<file path="src/rtl/sd_cmd_verdict_pkg.sv">
package sd_cmd_verdict_pkg;

   localparam int unsigned NORM_CMD  = 0;
   localparam int unsigned NORM_XFER = 1;
   localparam int unsigned NORM_ESUM = 2;
   localparam int unsigned NORM_W    = 3;

   typedef enum logic [1:0] {
      RES_OK      = 2'd0,
      RES_ERR     = 2'd1,
      RES_DTO     = 2'd2,
      RES_WAIT_TO = 2'd3
   } res_e;

   typedef enum logic [1:0] {
      ST_IDLE  = 2'd0,
      ST_WCMD  = 2'd1,
      ST_WXFER = 2'd2
   } seq_st_e;

endpackage

</file>
<file path="src/rtl/scv_stat_reg.sv">
module scv_stat_reg #(
   parameter int unsigned W = 8
) (
   input  logic         clk,
   input  logic         rst_n,
   input  logic [W-1:0] set_i,
   input  logic [W-1:0] en_i,
   input  logic [W-1:0] clr_i,
   input  logic         clr_all_i,
   output logic [W-1:0] q_o
);

   for (genvar b = 0; b < W; b++) begin : g_bit
      logic bit_q;
      always_ff @(posedge clk or negedge rst_n) begin
         if (!rst_n)
            bit_q <= 1'b0;
         else if (set_i[b] && en_i[b])
            bit_q <= 1'b1;
         else if (clr_i[b] || clr_all_i)
            bit_q <= 1'b0;
      end
      assign q_o[b] = bit_q;
   end

endmodule

</file>
<file path="src/rtl/scv_seq.sv">
module scv_seq
   import sd_cmd_verdict_pkg::*;
#(
   parameter int unsigned ERR_W   = 10,
   parameter int unsigned WAIT_W  = 16,
   parameter int unsigned DTO_BIT = 0
) (
   input  logic              clk,
   input  logic              rst_n,
   input  logic              start_i,
   input  logic              data_i,
   input  logic              busy_i,
   input  logic [WAIT_W-1:0] wait_limit_i,
   input  logic              cmd_seen_i,
   input  logic              xfer_seen_i,
   input  logic [ERR_W-1:0]  err_act_i,
   output logic              accept_o,
   output logic              done_o,
   output res_e              result_o,
   output logic              line_rst_o
);

   seq_st_e           st, st_n;
   logic [WAIT_W-1:0] cnt, cnt_n;
   logic              need_q, data_q;
   logic              fin, tmo, err_any, dto;
   res_e              verdict;

   assign err_any  = |err_act_i;
   assign dto      = err_act_i[DTO_BIT];
   assign accept_o = (st == ST_IDLE) && start_i;

   always_comb begin
      st_n  = st;
      cnt_n = cnt;
      fin   = 1'b0;
      tmo   = 1'b0;
      unique case (st)
         ST_IDLE: begin
            if (start_i) begin
               st_n  = ST_WCMD;
               cnt_n = '0;
            end
         end
         ST_WCMD: begin
            if (err_any)
               fin = 1'b1;
            else if (cmd_seen_i) begin
               if (need_q) begin
                  st_n  = ST_WXFER;
                  cnt_n = '0;
               end else
                  fin = 1'b1;
            end else if (cnt == wait_limit_i)
               tmo = 1'b1;
            else
               cnt_n = cnt + 1'b1;
         end
         ST_WXFER: begin
            if (err_any || xfer_seen_i)
               fin = 1'b1;
            else if (cnt == wait_limit_i)
               tmo = 1'b1;
            else
               cnt_n = cnt + 1'b1;
         end
         default: st_n = ST_IDLE;
      endcase
      if (fin || tmo)
         st_n = ST_IDLE;
   end

   always_comb begin
      if (tmo)
         verdict = RES_WAIT_TO;
      else if (dto && xfer_seen_i)
         verdict = RES_OK;
      else if (err_any)
         verdict = dto ? RES_DTO : RES_ERR;
      else
         verdict = RES_OK;
   end

   always_ff @(posedge clk or negedge rst_n) begin
      if (!rst_n) begin
         st         <= ST_IDLE;
         cnt        <= '0;
         need_q     <= 1'b0;
         data_q     <= 1'b0;
         done_o     <= 1'b0;
         result_o   <= RES_OK;
         line_rst_o <= 1'b0;
      end else begin
         st         <= st_n;
         cnt        <= cnt_n;
         done_o     <= fin || tmo;
         line_rst_o <= (fin || tmo) && (tmo || err_any || data_q);
         if (accept_o) begin
            need_q <= data_i || busy_i;
            data_q <= data_i;
         end
         if (fin || tmo)
            result_o <= verdict;
      end
   end

endmodule

</file>
<file path="src/rtl/sd_cmd_verdict.sv">
module sd_cmd_verdict
   import sd_cmd_verdict_pkg::*;
#(
   parameter int unsigned ERR_W   = 10,
   parameter int unsigned WAIT_W  = 16,
   parameter int unsigned DTO_BIT = 0,
   parameter bit          IRQ_REG = 1'b1
) (
   input  logic              clk,
   input  logic              rst_n,
   input  logic              cmd_start,
   input  logic              cmd_has_data,
   input  logic              cmd_busy_resp,
   input  logic [WAIT_W-1:0] wait_limit,
   input  logic              ev_cmd_done,
   input  logic              ev_xfer_done,
   input  logic [ERR_W-1:0]  ev_err,
   input  logic [1:0]        stat_en_norm,
   input  logic [ERR_W-1:0]  stat_en_err,
   input  logic [1:0]        sig_en_norm,
   input  logic [ERR_W-1:0]  sig_en_err,
   input  logic [1:0]        w1c_norm,
   input  logic [ERR_W-1:0]  w1c_err,
   output logic [2:0]        norm_status,
   output logic [ERR_W-1:0]  err_status,
   output logic              irq,
   output logic              seq_done,
   output logic [1:0]        seq_result,
   output logic              line_reset_req
);

   localparam int unsigned NORM_LATCH_W = NORM_W - 1;

   if (DTO_BIT >= ERR_W) begin : g_bad_dto
      $error("DTO_BIT must index a bit inside the error vector");
   end
   if (WAIT_W < 2) begin : g_bad_wait
      $error("WAIT_W must be at least 2");
   end
   if (NORM_LATCH_W != 2) begin : g_bad_norm
      $error("normal latch width must be 2");
   end

   logic [NORM_LATCH_W-1:0] norm_q;
   logic [ERR_W-1:0]        err_q, err_act;
   logic                    accept, irq_comb;
   res_e                    res;

   scv_stat_reg #(.W(NORM_LATCH_W)) u_norm (
      .clk       (clk),
      .rst_n     (rst_n),
      .set_i     ({ev_xfer_done, ev_cmd_done}),
      .en_i      (stat_en_norm),
      .clr_i     (w1c_norm),
      .clr_all_i (accept),
      .q_o       (norm_q)
   );

   scv_stat_reg #(.W(ERR_W)) u_err (
      .clk       (clk),
      .rst_n     (rst_n),
      .set_i     (ev_err),
      .en_i      (stat_en_err),
      .clr_i     (w1c_err),
      .clr_all_i (accept),
      .q_o       (err_q)
   );

   assign err_act = err_q & stat_en_err;

   scv_seq #(.ERR_W(ERR_W), .WAIT_W(WAIT_W), .DTO_BIT(DTO_BIT)) u_seq (
      .clk          (clk),
      .rst_n        (rst_n),
      .start_i      (cmd_start),
      .data_i       (cmd_has_data),
      .busy_i       (cmd_busy_resp),
      .wait_limit_i (wait_limit),
      .cmd_seen_i   (norm_q[NORM_CMD]),
      .xfer_seen_i  (norm_q[NORM_XFER]),
      .err_act_i    (err_act),
      .accept_o     (accept),
      .done_o       (seq_done),
      .result_o     (res),
      .line_rst_o   (line_reset_req)
   );

   assign seq_result  = res;
   assign norm_status = {|err_act, norm_q};
   assign err_status  = err_q;
   assign irq_comb    = (|(norm_q & sig_en_norm)) || (|(err_q & sig_en_err));

   if (IRQ_REG) begin : g_irq_reg
      logic irq_q;
      always_ff @(posedge clk or negedge rst_n) begin
         if (!rst_n) irq_q <= 1'b0;
         else        irq_q <= irq_comb;
      end
      assign irq = irq_q;
   end else begin : g_irq_comb
      assign irq = irq_comb;
   end

endmodule

</file>
<file path="config.mk">
export PLATFORM = sky130hd
export DESIGN_NAME = sd_cmd_verdict
export DESIGN_NICKNAME = d
export VERILOG_FILES = /design/src/rtl/sd_cmd_verdict_pkg.sv /design/src/rtl/scv_stat_reg.sv /design/src/rtl/scv_seq.sv /design/src/rtl/sd_cmd_verdict.sv
export SDC_FILE = /design/constraint.sdc
export NUM_CORES = 1
export LEC_CHECK = 0
export CORE_UTILIZATION = 50
export CTS_BUF_LIST = sky130_fd_sc_hd__clkbuf_8
export DETAILED_ROUTE_END_ITERATION = 6
export DONT_BUFFER_PORTS = 1
export PLACE_DENSITY = 0.67
export SLEW_MARGIN = 20
export SYNTH_ARGS = -nofsm -noshare
export SYNTH_HDL_FRONTEND = slang
export SYNTH_SLANG_ARGS = --single-unit
</file>
<file path="constraint.sdc">
create_clock -name clk -period 2.9 [get_ports clk]
set_input_delay 0.725 -clock clk [delete_from_list [all_inputs] [get_ports clk]]
set_output_delay 0.725 -clock clk [all_outputs]
set_load 0.005 [all_outputs]
</file>
=== Yosys cells after proc, flatten, opt, wreduce, memory -nomap -nowiden ===
Cells that the tools add are included.

* Input bits: 69
* Output and inout port bits: 18
* Bits in registers: 37

* $add $sub $neg: 1
* Equality and inequality tests: 12
* Reductions and logical operators: 52
* Multiplexer cells: 51
* Bitwise operators: 3

{| class="wikitable"
|+ Operators with widths
! kind !! count
|-
| 2-to-1 mux 16 bit || 6
|-
| one-hot mux 16 bit (3 select lines) || 1
|-
| 2-to-1 mux 1 bit || 32
|-
| nonzero test 2 bit || 12
|-
| AND 10 bit || 2
|-
| OR reduction 10 bit || 2
|-
| logical OR 1 bit || 18
|-
| 2-to-1 mux 2 bit || 9
|-
| adder 16 x 1 -> 16 bit, second input constant || 1
|-
| == test 16 bit || 1
|-
| logical AND 1 bit || 15
|-
| AND reduction 5 bit || 2
|-
| inequality test 2 bit, second input constant || 3
|-
| inequality test 3 x 2 -> 1 bit, second input constant || 2
|-
| inequality test 3 bit, second input constant || 2
|-
| one-hot mux 2 bit (3 select lines) || 1
|-
| one-hot mux 1 bit (2 select lines) || 2
|-
| inequality test 3 x 1 -> 1 bit, second input constant || 1
|-
| nonzero test 3 bit || 1
|-
| AND 2 bit || 1
|-
| == test 2 x 1 -> 1 bit, second input constant || 1
|-
| == test 2 bit, second input constant || 1
|-
| logical NOT 2 bit || 1
|-
| inequality test 2 x 1 -> 1 bit, second input constant || 1
|-
| OR reduction 2 bit || 1
|}

=== Longest topological paths before layout ===
* Depth in word-level cells: 8
* Gate-level depth with buffers: 9
* Gate-level depth less buffers: 8

=== Hierarchy ===
Synthesis repeated with hierarchy kept, for this count alone.

* Cell total of the unflattened synthesis: 238
* Area total of the unflattened synthesis: 2327.2 µm²

{| class="wikitable"
|+ Modules (own cells, without submodules)
! module !! instances !! cells each !! area an instance (µm²)
|-
| scv_seq || 1 || 164 || 1567.8
|-
| scv_stat_reg (u_err) || 1 || 42 || 475.5
|-
| sd_cmd_verdict || 1 || 23 || 187.7
|-
| scv_stat_reg (u_norm) || 1 || 9 || 96.3
|}

=== Least setup slack after synthesis ===
Ideal clock, no wire load.

* Kind: input to output
* From: input port stat_en_err[5]
* To: output port norm_status[2]
* Buffers on the path: 2
* Cell stages on the path: 5
* Data arrival time: 1536 ps
* Required time: 2175 ps
* Setup slack: 639 ps
* Path through: a22oi_1 nand3_1 or2_1 clkbuf_1 buf_4

* Word-level cells in the longest chain between the ends: 2

{| class="wikitable"
|+ RTL lines
! item !! line !! RTL
|-
| from (decl) || sd_cmd_verdict.sv:19 || <nowiki>input logic [ERR_W-1:0] stat_en_err,</nowiki>
|-
| AND 10 bit || sd_cmd_verdict.sv:69 || <nowiki>assign err_act = err_q & stat_en_err;</nowiki>
|-
| OR reduction 10 bit || - ||
|-
| to (decl) || sd_cmd_verdict.sv:24 || <nowiki>output logic [2:0] norm_status,</nowiki>
|}

Every way passes these cells.

=== Worst setup path in the final report ===
* From: register u_seq.st[0]
* To: register u_seq.cnt[14]

* Word-level cells in the longest chain between the ends: 3
* Elaborated cells on any way between the ends: 10
* Classes of those cells: eq/ne: 6; mux: 1; reduce/logical: 3

{| class="wikitable"
|+ RTL lines
! item !! line !! RTL
|-
| from (decl) || scv_seq.sv:23 || <nowiki>seq_st_e st, st_n;</nowiki>
|-
| from (signal assigned) || scv_seq.sv:94 || <nowiki>st <= st_n;</nowiki>
|-
| == test 2 x 1 -> 1 bit (tied with other cells) || scv_seq.sv:38 || <nowiki>unique case (st)</nowiki>
|-
| inequality test 3 x 2 -> 1 bit (no line) (tied with other cells) || - ||
|-
| AND reduction 5 bit (no line) || - ||
|-
| to (signal assigned) || scv_seq.sv:95 || <nowiki>cnt <= cnt_n;</nowiki>
|-
| to (decl) || scv_seq.sv:24 || <nowiki>logic [WAIT_W-1:0] cnt, cnt_n;</nowiki>
|}

Parallel ways exist; a longest one is shown, timed or not.
A chain may end at the register's enable or synchronous reset.

==> results.txt <==
----------------------------------------------------
[Run status]
  Run status ... finished, final reports clean

[Worst setup path]
  Peak fanout along the critical path ... 15
  Series of cell instances along the critical path ... inv_1, ha_1, nor2b_1, or3b_1, o31ai_4, buf_4, nand2_1, or3_1, a21oi_1
  Depth of the worst register-to-register path ... 9
  Startpoint type of the worst setup path ... flop
  CP max stage cell ... sky130_fd_sc_hd__or3b_1
  Critical path required time ... 3.11 ns
  Worst stage delay on the critical path ... 0.40 ns
  Endpoint arrival time on the critical path ... 2.63 ns
  Crit Path Category ... reg -> reg
  Worst setup EP type ... flop

[Floorplan]
  Initial standard-cell utilization of the core ... 0.538
  I/O pin count ... 87
  Die width ... 68.5 um
  Placeable Area ... 4120 um2
  Row Count ... 23
  Total Die Area ... 4700 um2
  Die Ht ... 68.5 um

[Drt]
  Avg WL per Cell ... 18.2 um
  Detailed-route DRC error count ... 0
  Antenna-violating nets left ... 0
  Length of the first detailed-routing pass in iterations ... 4
  Routed vias/inst ... 6.12
  Total wire length ... 4.90 mm
  Number of vias after detailed routing ... 1,646
  Number of DRC markers in iteration 0 ... 60

[Power and ir drop]
  Power share of the clock group ... 0.226
  Total net switching power ... 0.571 mW
  Net switching fraction of the power ... 0.363
  Internal power consumption ... 1.00 mW
  Worst voltage drop across the vdd grid ... 524 uV
  Leak ... 1.03 nW
  Register share of total power ... 0.445
  Part of the power in combinational logic ... 0.329
  Power density over the cells ... 697 nW/um2

[Synthesis]
  Synth async-reset ratio ... 1.00
  Count of mapped cells out of synthesis ... 228
  Total of flip-flops plus latches after synthesis ... 37
  Distinct cell type count after synthesis ... 39
  Syn_nets ... 302
  Primary FF master, synth ... sky130_fd_sc_hd__dfrtp_1
  Portion of the post-synthesis area used by sequential elements ... 0.418
  Synth warn ... 0
  Mean cell area of the mapped netlist ... 9.71 um2
  EDFF count, synth ... 0
  Netlist area before placement ... 2210 um2

[Global route]
  Global-route wire length before repair ... 7.79 mm
  Number of global-route vias before repair ... 1,633
  Pin count of the biggest net entering global routing ... 38
  Overall track demand over capacity in global routing ... 0.231
  Total global routing overflow ... 0
  Initial antenna violation count ... 0

[Timing]
  Maximum frequency from static timing analysis ... 413 MHz
  Count of final hold-check violations ... 0
  Crit share post-route ... 0.835
  Setup TNS after final layout ... 0 ns
  Slew margin rel. ... 0.634
  Clock period minus worst slack ... 2.42 ns
  RSZ-0062 raised after global routing ... false
  Max-slew violations ... 0
  Least-Margin Pin Slew ... 0.543 ns
  Largest clock skew in the final design ... 0.00882 ns
  Number of failing setup endpoints in the final timing report ... 0

[Place]
  Placed wire-length estimate after detailed placement ... 3.86 mm
  Gp weighted congestion ... 0.877
  Number of buffers inserted by port buffering ... 0
  Placed cell area ... 2170 um2

[Finish]
  Count of filler cells inserted in the layout ... 367
  Post-layout instance area ... 2260 um2
  Commonest cells after routing, fill and taps aside ... sky130_fd_sc_hd__dfrtp_1, sky130_fd_sc_hd__xor2_1, sky130_fd_sc_hd__nor2_1
  Most frequent standard cell in the layout excluding fill and tap cells ... sky130_fd_sc_hd__dfrtp_1
  Number of nets in the finished design ... 293
  Ratio of cells with drive above 1 in the final layout ... 0.0685
  Number of diodes added for antenna fixing ... 0
  Layout-stage area growth over the synthesis result ... 2.04%

[Clocking]
  Number of buffers added by the clock tree synthesis step ... 5
  Post-CTS resize count ... 0
  Clk sinks ... 37
  Clock tree from TritonCTS ... yes
  Worst-skew pair later-pin latency ... 0.29 ns
  Post-CTS clock slew at the launch and capture registers of the worst setup and hold paths ... 0.07 ns
  Max Buffers Root-to-Sink ... 2
  CTS H-tree lvls ... 2
  Clock root buffer ... sky130_fd_sc_hd__clkbuf_8
  Cts-stage hold buffer count ... 0
  Post-CTS Setup Bufs ... 0

[Run]
  Max-cap viol count ... 0

[Worst hold path]
  Min-delay worst type ... in -> async

----------------------------------------------------
-- state kept, by name, summed over array words and instances, names as in the netlist --
name,flops
u_seq.cnt,16
u_err.g_bit.bit_q,10
u_norm.g_bit.bit_q,2
u_seq.result_o,2
u_seq.st,2
irq,1
u_seq.data_q,1
u_seq.done_o,1
u_seq.line_rst_o,1
u_seq.need_q,1
-- worst max-delay path, delay by kind of cell (launching register included) --
| kind | cells | cell delay [ns] |
|---|---|---|
| simple gates | 4 | 1.01 |
| flops | 1 | 0.39 |
| compound gates | 2 | 0.38 |
| buf+inv | 2 | 0.33 |
| fa+ha+maj | 1 | 0.24 |
-- cell type report --
| cell class | instances | area [um2] | area share |
|---|---|---|---|
| Clock inverter | 1 | 3.75 | 0.00166 |
| Inverter | 15 | 56.3 | 0.0249 |
| Multi-Input combinational cell | 157 | 1100 | 0.489 |
| Timing Repair Buffer | 3 | 22.5 | 0.00997 |
| Sequential cell | 37 | 926 | 0.410 |
| Clock buffer | 6 | 82.6 | 0.0366 |
| Tap cell | 50 | 62.6 | 0.0277 |
-- stage by stage --
stage          instances  power [mW]  worst slack (ns)  hold slack [ns]   util
4_1_cts              269        1.58             0.498            0.121  0.549
5_1_grt              269        1.68             0.358            0.104  0.549
3_3_place_gp         262        1.19             0.525            0.430  0.528
3_5_place_dp         262        1.22             0.478            0.430  0.528
6_report             269        1.57             0.479            0.128  0.549
2_1_floorplan        228        1.13             0.639            0.429      -
-- power groups by stage --
stage	logic, mW	clock network, mW	registers, mW
floorplan	0.458	0	0.672
global placement	0.489	0	0.703
detailed placement	0.512	0	0.710
CTS	0.518	0.364	0.701
global route	0.573	0.393	0.715
finish	0.518	0.356	0.699
-- cell families (layout without fill, tap and decap cells) --
group           Yosys count  after routing  synth area share
simple gates             77             77             0.177
compound gates           45             45             0.173
flops                    37             37             0.418
buf+inv                  34             25            0.0825
xor+xnor                 28             28             0.111
fa+ha+maj                 5              5            0.0283
mux                       2              2            0.0102
-- metal layers --
| layer | GRT usage | up-vias | part of all wire |
|---|---|---|---|
| met4 | 0.0964 | 0 | 0.014 |
| met5 | 0 | - | 0 |
| met1 | 0.295 | 788 | 0.44 |
| met2 | 0.363 | 66 | 0.48 |
| met3 | 0.0674 | 8 | 0.068 |
| li1 | - | 784 | - |
-- synth_stat cells (2+ instances only) --
library cell / instances / area share
sky130_fd_sc_hd__or3_1: 3 / 0.0085
sky130_fd_sc_hd__a221oi_1: 3 / 0.012
sky130_fd_sc_hd__nor4_1: 5 / 0.014
sky130_fd_sc_hd__inv_1: 15 / 0.025
sky130_fd_sc_hd__buf_2: 2 / 0.0045
sky130_fd_sc_hd__o21ai_0: 8 / 0.018
sky130_fd_sc_hd__clkbuf_1: 3 / 0.0051
sky130_fd_sc_hd__a21oi_1: 2 / 0.0045
sky130_fd_sc_hd__mux2_2: 2 / 0.010
sky130_fd_sc_hd__nand4_1: 7 / 0.020
sky130_fd_sc_hd__xor2_1: 27 / 0.11
sky130_fd_sc_hd__ha_1: 5 / 0.028
sky130_fd_sc_hd__dfrtp_1: 37 / 0.42
sky130_fd_sc_hd__a22o_1: 3 / 0.012
sky130_fd_sc_hd__a32o_1: 13 / 0.059
sky130_fd_sc_hd__buf_4: 14 / 0.047
sky130_fd_sc_hd__a22oi_1: 4 / 0.014
sky130_fd_sc_hd__nor2_1: 20 / 0.034
sky130_fd_sc_hd__and2_1: 3 / 0.0085
sky130_fd_sc_hd__a31oi_1: 3 / 0.0085
sky130_fd_sc_hd__nor2b_1: 3 / 0.0085
sky130_fd_sc_hd__nand2_1: 13 / 0.022
sky130_fd_sc_hd__and3_1: 6 / 0.017
sky130_fd_sc_hd__or2_1: 2 / 0.0057
sky130_fd_sc_hd__nand3_1: 11 / 0.025
-- final timing paths --
path / from / end / slack, ns
min: rst_n / u_err.g_bit[3].bit_q / 0.13
min reg2reg: u_seq.data_q / u_seq.data_q / 0.54
max in group asynchronous: rst_n / u_seq.cnt[1] / 2.68
max reg2reg: u_seq.st[0] / u_seq.cnt[14] / 0.48
max: u_seq.st[0] / u_seq.cnt[14] / 0.48
min in group clk: u_seq.data_q / u_seq.data_q / 0.54
Note: power is estimated with default switching activity, not from simulation.
